## src/rtl/tmr_pkg.sv

```systemverilog
package tmr_pkg;

    localparam int NUM_HALF = 2;

    typedef enum logic [1:0] {
        RUN_OFF  = 2'd0,
        RUN_ONCE = 2'd1,
        RUN_LOOP = 2'd2,
        RUN_RSVD = 2'd3
    } run_mode_e;

    typedef enum logic [1:0] {
        GM_WIDE  = 2'd0,
        GM_SPLIT = 2'd1,
        GM_WDOG  = 2'd2,
        GM_CHAIN = 2'd3
    } glb_mode_e;

    // byte offsets
    localparam int OFS_CNT_LO = 'h10;
    localparam int OFS_PER_LO = 'h18;
    localparam int OFS_CTRL   = 'h20;
    localparam int OFS_GLB    = 'h24;
    localparam int HALF_STEP  = 4;

    // field positions
    localparam int RUN_LO_POS = 6;
    localparam int RUN_HI_POS = 22;
    localparam int GM_POS     = 2;
    localparam int REL_POS    = 0;

    function automatic logic run_active(input logic [1:0] m);
        return (m == RUN_ONCE) || (m == RUN_LOOP);
    endfunction

    function automatic int run_pos(input int h);
        return (h == 0) ? RUN_LO_POS : RUN_HI_POS;
    endfunction

endpackage

```

## src/rtl/tmr_counter.sv

```systemverilog
module tmr_counter #(
    parameter int DW = 32
) (
    input  logic          clk,
    input  logic          rst,
    input  logic          hold_i,
    input  logic          load_i,
    input  logic [DW-1:0] load_val_i,
    input  logic          step_i,
    input  logic          restart_i,
    output logic [DW-1:0] cnt_o
);

    logic [DW-1:0] cnt_q;

    always_ff @(posedge clk) begin
        if (rst || hold_i)  cnt_q <= '0;
        else if (load_i)    cnt_q <= load_val_i;
        else if (restart_i) cnt_q <= '0;
        else if (step_i)    cnt_q <= cnt_q + DW'(1);
    end

    assign cnt_o = cnt_q;

    AST_HOLD_CLEARS: assert property (@(posedge clk) disable iff (rst)
        hold_i |=> (cnt_o == '0));

    AST_STEP_ADDS: assert property (@(posedge clk) disable iff (rst)
        (step_i && !hold_i && !load_i && !restart_i) |=> (cnt_o == $past(cnt_o) + DW'(1)));

    AST_LOAD_TAKES: assert property (@(posedge clk) disable iff (rst)
        (load_i && !hold_i) |=> (cnt_o == $past(load_val_i)));

endmodule

```

## src/rtl/tmr_seq.sv

```systemverilog
module tmr_seq
    import tmr_pkg::*;
#(
    parameter int DW = 32
) (
    input  logic                         clk,
    input  logic                         rst,
    input  logic [1:0]                   mode_i,
    input  logic [NUM_HALF-1:0]          rel_i,
    input  logic [NUM_HALF-1:0][1:0]     run_i,
    input  logic [NUM_HALF-1:0][DW-1:0]  cnt_i,
    input  logic [NUM_HALF-1:0][DW-1:0]  per_i,
    input  logic [NUM_HALF-1:0]          ld_i,
    output logic [NUM_HALF-1:0]          step_o,
    output logic [NUM_HALF-1:0]          restart_o,
    output logic [NUM_HALF-1:0]          done_o
);

    logic              wide;
    logic              wide_act;
    logic              wide_hit;
    logic [NUM_HALF-1:0] act;
    logic [NUM_HALF-1:0] hit;

    assign wide = (mode_i == GM_WIDE);

    always_comb begin
        wide_act = (&rel_i) && !(|ld_i) && run_active(run_i[0]);
        wide_hit = wide_act && ({cnt_i[1], cnt_i[0]} == {per_i[1], per_i[0]});
        for (int h = 0; h < NUM_HALF; h++) begin
            act[h] = rel_i[h] && !ld_i[h] && run_active(run_i[h]);
            hit[h] = act[h] && (cnt_i[h] == per_i[h]);
        end
    end

    always_comb begin
        step_o    = '0;
        restart_o = '0;
        done_o    = '0;
        if (wide) begin
            done_o[0]    = wide_hit;
            restart_o    = {NUM_HALF{wide_hit && (run_i[0] == RUN_LOOP)}};
            step_o[0]    = wide_act && !wide_hit;
            step_o[1]    = wide_act && !wide_hit && (&cnt_i[0]);
        end else begin
            for (int h = 0; h < NUM_HALF; h++) begin
                done_o[h]    = hit[h];
                restart_o[h] = hit[h] && (run_i[h] == RUN_LOOP);
                step_o[h]    = act[h] && !hit[h];
            end
        end
    end

    AST_WIDE_NO_HI_DONE: assert property (@(posedge clk) disable iff (rst)
        (mode_i == GM_WIDE) |-> !done_o[1]);

    AST_LO_DONE_AT_PERIOD: assert property (@(posedge clk) disable iff (rst)
        (done_o[0] && mode_i != GM_WIDE) |-> (cnt_i[0] == per_i[0]));

    AST_LOAD_BLOCKS_LO: assert property (@(posedge clk) disable iff (rst)
        ld_i[0] |-> (!step_o[0] && !done_o[0]));

    AST_LOAD_BLOCKS_HI: assert property (@(posedge clk) disable iff (rst)
        ld_i[1] |-> (!step_o[1] && !done_o[1]));

    AST_DONE_NEEDS_REL: assert property (@(posedge clk) disable iff (rst)
        done_o[1] |-> rel_i[1]);

endmodule

```

## src/rtl/tmr_regfile.sv

```systemverilog
module tmr_regfile
    import tmr_pkg::*;
#(
    parameter int AW = 8,
    parameter int DW = 32
) (
    input  logic                         clk,
    input  logic                         rst,
    input  logic [AW-1:0]                addr_i,
    input  logic [DW-1:0]                wdata_i,
    input  logic                         wr_i,
    input  logic                         rd_i,
    input  logic [NUM_HALF-1:0][DW-1:0]  cnt_i,
    input  logic [NUM_HALF-1:0]          done_i,
    output logic [NUM_HALF-1:0]          ld_o,
    output logic [NUM_HALF-1:0][DW-1:0]  per_o,
    output logic [NUM_HALF-1:0][1:0]     run_o,
    output logic [1:0]                   mode_o,
    output logic [NUM_HALF-1:0]          rel_o,
    output logic [DW-1:0]                rdata_o
);

    localparam logic [AW-1:0] A_CTRL = AW'(OFS_CTRL);
    localparam logic [AW-1:0] A_GLB  = AW'(OFS_GLB);

    logic                        ctrl_wr;
    logic                        glb_wr;
    logic [NUM_HALF-1:0][DW-1:0] per_q;
    logic [NUM_HALF-1:0][1:0]    run_q;
    logic [1:0]                  mode_q;
    logic [NUM_HALF-1:0]         rel_q;
    logic [DW-1:0]               ctrl_img;
    logic [DW-1:0]               glb_img;

    assign ctrl_wr = wr_i && (addr_i == A_CTRL);
    assign glb_wr  = wr_i && (addr_i == A_GLB);

    for (genvar h = 0; h < NUM_HALF; h++) begin : g_half
        localparam int            EP    = run_pos(h);
        localparam logic [AW-1:0] A_CNT = AW'(OFS_CNT_LO + HALF_STEP * h);
        localparam logic [AW-1:0] A_PER = AW'(OFS_PER_LO + HALF_STEP * h);

        assign ld_o[h] = wr_i && (addr_i == A_CNT);

        always_ff @(posedge clk) begin
            if (rst) begin
                per_q[h] <= '0;
                run_q[h] <= RUN_OFF;
            end else begin
                if (wr_i && (addr_i == A_PER))
                    per_q[h] <= wdata_i;
                if (ctrl_wr)
                    run_q[h] <= wdata_i[EP +: 2];
                else if (done_i[h] && (run_q[h] == RUN_ONCE))
                    run_q[h] <= RUN_OFF;
            end
        end

        AST_ONCE_RETIRES: assert property (@(posedge clk) disable iff (rst)
            (done_i[h] && (run_q[h] == RUN_ONCE) && !ctrl_wr) |=> (run_q[h] == RUN_OFF));

        AST_CTRL_WINS: assert property (@(posedge clk) disable iff (rst)
            ctrl_wr |=> (run_q[h] == $past(wdata_i[EP +: 2])));
    end

    always_ff @(posedge clk) begin
        if (rst) begin
            mode_q <= GM_WIDE;
            rel_q  <= '0;
        end else if (glb_wr) begin
            mode_q <= wdata_i[GM_POS +: 2];
            rel_q  <= wdata_i[REL_POS +: NUM_HALF];
        end
    end

    always_comb begin
        ctrl_img = '0;
        ctrl_img[RUN_LO_POS +: 2] = run_q[0];
        ctrl_img[RUN_HI_POS +: 2] = run_q[1];
        glb_img = '0;
        glb_img[GM_POS +: 2]         = mode_q;
        glb_img[REL_POS +: NUM_HALF] = rel_q;
    end

    always_comb begin
        rdata_o = '0;
        if (rd_i) begin
            case (addr_i)
                AW'(OFS_CNT_LO):             rdata_o = cnt_i[0];
                AW'(OFS_CNT_LO + HALF_STEP): rdata_o = cnt_i[1];
                AW'(OFS_PER_LO):             rdata_o = per_q[0];
                AW'(OFS_PER_LO + HALF_STEP): rdata_o = per_q[1];
                A_CTRL:                      rdata_o = ctrl_img;
                A_GLB:                       rdata_o = glb_img;
                default:                     rdata_o = '0;
            endcase
        end
    end

    assign per_o  = per_q;
    assign run_o  = run_q;
    assign mode_o = mode_q;
    assign rel_o  = rel_q;

    AST_GLB_TAKES: assert property (@(posedge clk) disable iff (rst)
        glb_wr |=> (rel_o == $past(wdata_i[REL_POS +: NUM_HALF])));

endmodule

```

## src/rtl/split_timer.sv

```systemverilog
module split_timer
    import tmr_pkg::*;
#(
    parameter int AW = 8,
    parameter int DW = 32
) (
    input  logic          clk,
    input  logic          rst,
    input  logic [AW-1:0] bus_addr,
    input  logic [DW-1:0] bus_wdata,
    input  logic          bus_wr,
    input  logic          bus_rd,
    output logic [DW-1:0] bus_rdata,
    output logic          irq_lo,
    output logic          irq_hi
);

    logic [NUM_HALF-1:0][DW-1:0] cnt;
    logic [NUM_HALF-1:0][DW-1:0] per;
    logic [NUM_HALF-1:0][1:0]    run;
    logic [NUM_HALF-1:0]         rel;
    logic [NUM_HALF-1:0]         ld;
    logic [NUM_HALF-1:0]         step;
    logic [NUM_HALF-1:0]         restart;
    logic [NUM_HALF-1:0]         done;
    logic [1:0]                  mode;
    logic [NUM_HALF-1:0]         irq_q;

    tmr_regfile #(.AW(AW), .DW(DW)) u_regs (
        .clk     (clk),
        .rst     (rst),
        .addr_i  (bus_addr),
        .wdata_i (bus_wdata),
        .wr_i    (bus_wr),
        .rd_i    (bus_rd),
        .cnt_i   (cnt),
        .done_i  (done),
        .ld_o    (ld),
        .per_o   (per),
        .run_o   (run),
        .mode_o  (mode),
        .rel_o   (rel),
        .rdata_o (bus_rdata)
    );

    tmr_seq #(.DW(DW)) u_seq (
        .clk       (clk),
        .rst       (rst),
        .mode_i    (mode),
        .rel_i     (rel),
        .run_i     (run),
        .cnt_i     (cnt),
        .per_i     (per),
        .ld_i      (ld),
        .step_o    (step),
        .restart_o (restart),
        .done_o    (done)
    );

    for (genvar h = 0; h < NUM_HALF; h++) begin : g_cnt
        tmr_counter #(.DW(DW)) u_cnt (
            .clk        (clk),
            .rst        (rst),
            .hold_i     (!rel[h]),
            .load_i     (ld[h]),
            .load_val_i (bus_wdata),
            .step_i     (step[h]),
            .restart_i  (restart[h]),
            .cnt_o      (cnt[h])
        );
    end

    always_ff @(posedge clk) begin
        if (rst) irq_q <= '0;
        else     irq_q <= done;
    end

    assign irq_lo = irq_q[0];
    assign irq_hi = irq_q[1];

    AST_WIDE_QUIET_HI: assert property (@(posedge clk) disable iff (rst)
        irq_hi |-> ($past(mode) != GM_WIDE));

    AST_IRQ_NEEDS_REL: assert property (@(posedge clk) disable iff (rst)
        irq_lo |-> $past(rel[0]));

    AST_LOOP_RESTARTS: assert property (@(posedge clk) disable iff (rst)
        (irq_lo && $past(mode) != GM_WIDE && $past(run[0]) == RUN_LOOP && $past(rel[0]))
        |-> (cnt[0] == '0));

endmodule

```

## config.mk

```make
export PLATFORM = sky130hd
export DESIGN_NAME = split_timer
export DESIGN_NICKNAME = d
export VERILOG_FILES = /design/src/rtl/tmr_pkg.sv /design/src/rtl/tmr_counter.sv /design/src/rtl/tmr_seq.sv /design/src/rtl/tmr_regfile.sv /design/src/rtl/split_timer.sv
export SDC_FILE = /design/constraint.sdc
export NUM_CORES = 1
export LEC_CHECK = 0
export BUFFER_PORTS_ARGS = -buffer_cell sky130_fd_sc_hd__buf_2
export CAP_MARGIN = 20
export CORE_MARGIN = 2
export CORE_UTILIZATION = 40
export CTS_BUF_LIST = sky130_fd_sc_hd__clkbuf_16
export CTS_CLUSTER_DIAMETER = 80
export DETAILED_ROUTE_END_ITERATION = 12
export GPL_TIMING_DRIVEN = 0
export PLACE_DENSITY = 0.68
export SYNTH_ARGS = -nofsm -noshare
export SYNTH_HDL_FRONTEND = slang
export SYNTH_HIERARCHICAL = 1
export SYNTH_SLANG_ARGS = --single-unit
```

## constraint.sdc

```tcl
create_clock -name clk -period 6.3 [get_ports clk]
set_input_delay 0.63 -clock clk [delete_from_list [all_inputs] [get_ports clk]]
set_output_delay 0.63 -clock clk [all_outputs]
set_load 0.01 [all_outputs]
```

==> qor.txt <==
outcome -> completed
Mapped Nets -> 1154
clock skew -> 0.0105 ns
post-cts sizing count -> 0
largest net degree at the start of global routing -> 17
initial antenna violation count -> 0
# setup viols final -> 0
Worst-Margin Slew -> 0.968 ns
placed cells -> 1462
die area -> 23600 µm²
reg2reg end -> g_cnt[0].u_cnt/cnt_o[21]
r2r worst-path depth -> 11
Initial Util -> 40.9%
grt total ovfl -> 0
layout cell share with drive strength beyond 1 -> 24.6%
vias in the first global route -> 8524
crit start category -> input pin
Worst EP arrival -> 4.76 ns
Fin. Hold Viols -> 0
final cycle utilization of the critical path -> 70.8%
Ant. Diodes -> 0
antenna-violating nets left -> 0
post-layout net count -> 1249
CTS sink count -> 138
hold_buf cts -> 0
Rows -> 54
Hold WC Path Type -> reg -> reg
worst rel slew slack -> 35.4%
GR Util met3 -> 5.50%
ys flop type -> dfxtp_1
peak supply drop -> 0.000159 V
die width -> 154 µm
fmax -> 224 MHz
reg2reg setup slack -> 2.40 ns
average wire per standard cell -> 23.7 µm
Top Usage Layer GRT -> met1
Die Y -> 154 µm
PortBufs -> 76
Synth Area per Inst -> 8.09 µm²
Clock Pin Slew Worst Setup and Hold Paths -> 0.06 ns
leakage power -> 3.63 nW
via count -> 9394
Routability Congestion -> 0.958
GR Util met2 -> 42.7%
DR vias/cell -> 6.29
total wire length -> 35.4 mm
filler-free cell count of the finished design -> 1493
H-tree Lvls -> 4
post-synthesis sequential area ratio -> 30.9%
required time of the critical path -> 6.59 ns
first-pass GRT wire length -> 52.9 mm
Post-synth EDFFs -> 0
Async SR Flop Fraction -> 0%
clk root buf -> clkbuf_16
DR pass1 iterations -> 5
drc violations -> 0
RSZ-0062 raised after global routing -> false
Tmin final -> 4.46 ns
Synth cell types -> 70
met1 GRT Util -> 43.2%
worst r2r src -> g_cnt[1].u_cnt/cnt_o[11]
GR Util All Layers -> 29.5%
Min-Delay Endpoint -> u_regs/per_o[59]
fin. max-slew vios -> 0
Max clock buf depth -> 2
worst hold start -> u_regs/per_o[59]
Syn Inst Count -> 1106
clk_lat worst skew -> 0.44 ns
Worst Hold Path Cells -> 2
Syn. warnings -> 6
DR iter-0 viols -> 1400
Post-DP Area -> 9680 µm²
Crit. End Element -> flip-flop
CP Class -> in -> reg
P&R area growth vs syn -> 14.1%
CTS tree -> built
design area -> 10200 µm²
Cell Pwr Density -> 187 nW/µm²
register bit total from synthesis -> 138
Max Cap Viol -> 0
Post-Syn Area -> 8950 µm²
Core ar. -> 21900 µm²
Post-CTS Setup Bufs -> 0
DPL Wire Length -> 26.7 mm
Setup TNS Final -> 0 ns
CTS buffer count -> 17
worst-path maximum fanout -> 10
IO Count -> 78
[worst max-delay path by stage]
stage | endpoint | cells past startpoint | slack (ns) | start
after floorplan | g_cnt[0].u_cnt/cnt_o[18] | 16 | 2.80 | bus_addr[2]
after global placement | g_cnt[0].u_cnt/cnt_o[18] | 16 | 1.67 | bus_addr[2]
after detailed placement | g_cnt[0].u_cnt/cnt_o[18] | 16 | 1.63 | bus_addr[2]
after CTS | g_cnt[0].u_cnt/cnt_o[18] | 16 | 1.99 | bus_addr[2]
after global routing | g_cnt[0].u_cnt/cnt_o[18] | 16 | 1.58 | bus_addr[2]
final | g_cnt[0].u_cnt/cnt_o[18] | 16 | 1.84 | bus_addr[2]
[sequential cells by signal (all words and copies together) (netlist names)]
signal	cells
u_regs/mode_o	2
u_regs/rel_o	2
irq_q	2
u_regs/per_o	64
g_cnt.u_cnt/cnt_o	64
u_regs/run_o	4
[per-layer routing]
metal	share of wire, %	wire [µm]
met1	43	15000
met2	42	14800
met3	12	4140
met4	4.0	1430
met5	0	0
[power by group]
| part | internal [W] | switching [W] | total (W) | leakage, nW |
|---|---|---|---|---|
| Sequential | 0.000873 | 0.000000708 | 0.000874 | 1.11 |
| Clock | 0.000534 | 0.000412 | 0.000946 | 0.261 |
| Combinational | 0.0000214 | 0.0000705 | 0.0000919 | 2.25 |
| Total | 0.00143 | 0.000483 | 0.00191 | 3.63 |
[critical path: stages]
cell and delay (ns):
clkbuf_1 0.29, nor2b_1 0.22, clkbuf_1 0.54, nand2_1 0.20
nor3_1 0.58, nand2b_1 0.28, nor3_1 0.06, nand2_1 0.10
o31ai_1 0.10, and3_1 0.24, or2_2 0.30, clkbuf_1 0.25
nor2_1 0.51, nor2_1 0.08, a221oi_1 0.28, nor3_1 0.07
[per-stage QoR]
| stage | setup slack, ns | total power [W] | hold slack (ns) | utilization, % |
|---|---|---|---|---|
| final | 1.84 | 0.00191 | 0.491 | 46.7 |
| after CTS | 1.99 | 0.00191 | 0.484 | 46.7 |
| after detailed placement | 1.63 | 0.000981 | 0.480 | 44.2 |
| after global placement | 1.67 | 0.000980 | 0.475 | 44.2 |
| after global routing | 1.58 | 0.00196 | 0.491 | 46.7 |
| after floorplan | 2.80 | 0.000926 | 0.458 | - |
[synth_stat cells (8+ instances only)]
library cell | number | area, µm²
nand2_1 | 165 | 619
dfxtp_1 | 138 | 2760
xor2_1 | 74 | 648
a21oi_1 | 73 | 365
a21oi_2 | 60 | 526
nand2_2 | 60 | 375
o21ai_0 | 56 | 280
nor2_1 | 51 | 191
nand3_1 | 37 | 185
clkbuf_1 | 35 | 131
a22oi_1 | 32 | 240
nand4_1 | 31 | 194
nor3_1 | 27 | 135
nor4_1 | 26 | 163
a22o_1 | 16 | 140
inv_1 | 16 | 60.1
nor2b_1 | 16 | 100
buf_2 | 15 | 75.1
mux4_2 | 13 | 293
xnor2_1 | 13 | 114
and3_1 | 12 | 75.1
a211oi_1 | 10 | 75.1
a31oi_1 | 8 | 50.1
[placed cells by master, fill, tap and decap left out, types with 17 or more instances in the layout]
cell type and n:
nor4_1 26, clkbuf_16 17, nand2_2 60, clkbuf_1 35
buf_2 91, o21ai_0 56, nand4_1 31, nor3_1 27
nand3_1 37, a21oi_1 73, nand2_1 165, a21oi_2 60
a22oi_1 32, dfxtp_1 138, nor2_1 51, xor2_1 74
[logic make-up (layout without fill, tap and decap cells)]
family	after synthesis	count (layout)	synth area share (%)
flops	138	138	30.9
compound gates	297	297	22.7
mux	25	25	4.70
xor+xnor	87	87	8.52
fa+ha+maj	4	4	0.559
buf+inv	81	188	4.49
simple gates	474	474	28.1
[layout make-up]
class | count | area, µm²
Clock inverter | 14 | 108
Multi-Input combinational cell | 887 | 5780
Inverter | 16 | 60.1
Tap cell | 280 | 350
Fill cell | 2191 | 11700
Buffer | 65 | 342
Sequential cell | 138 | 2760
Timing Repair Buffer | 76 | 380
Clock buffer | 17 | 425
No activity file was read; power rests on OpenSTA's default activity.
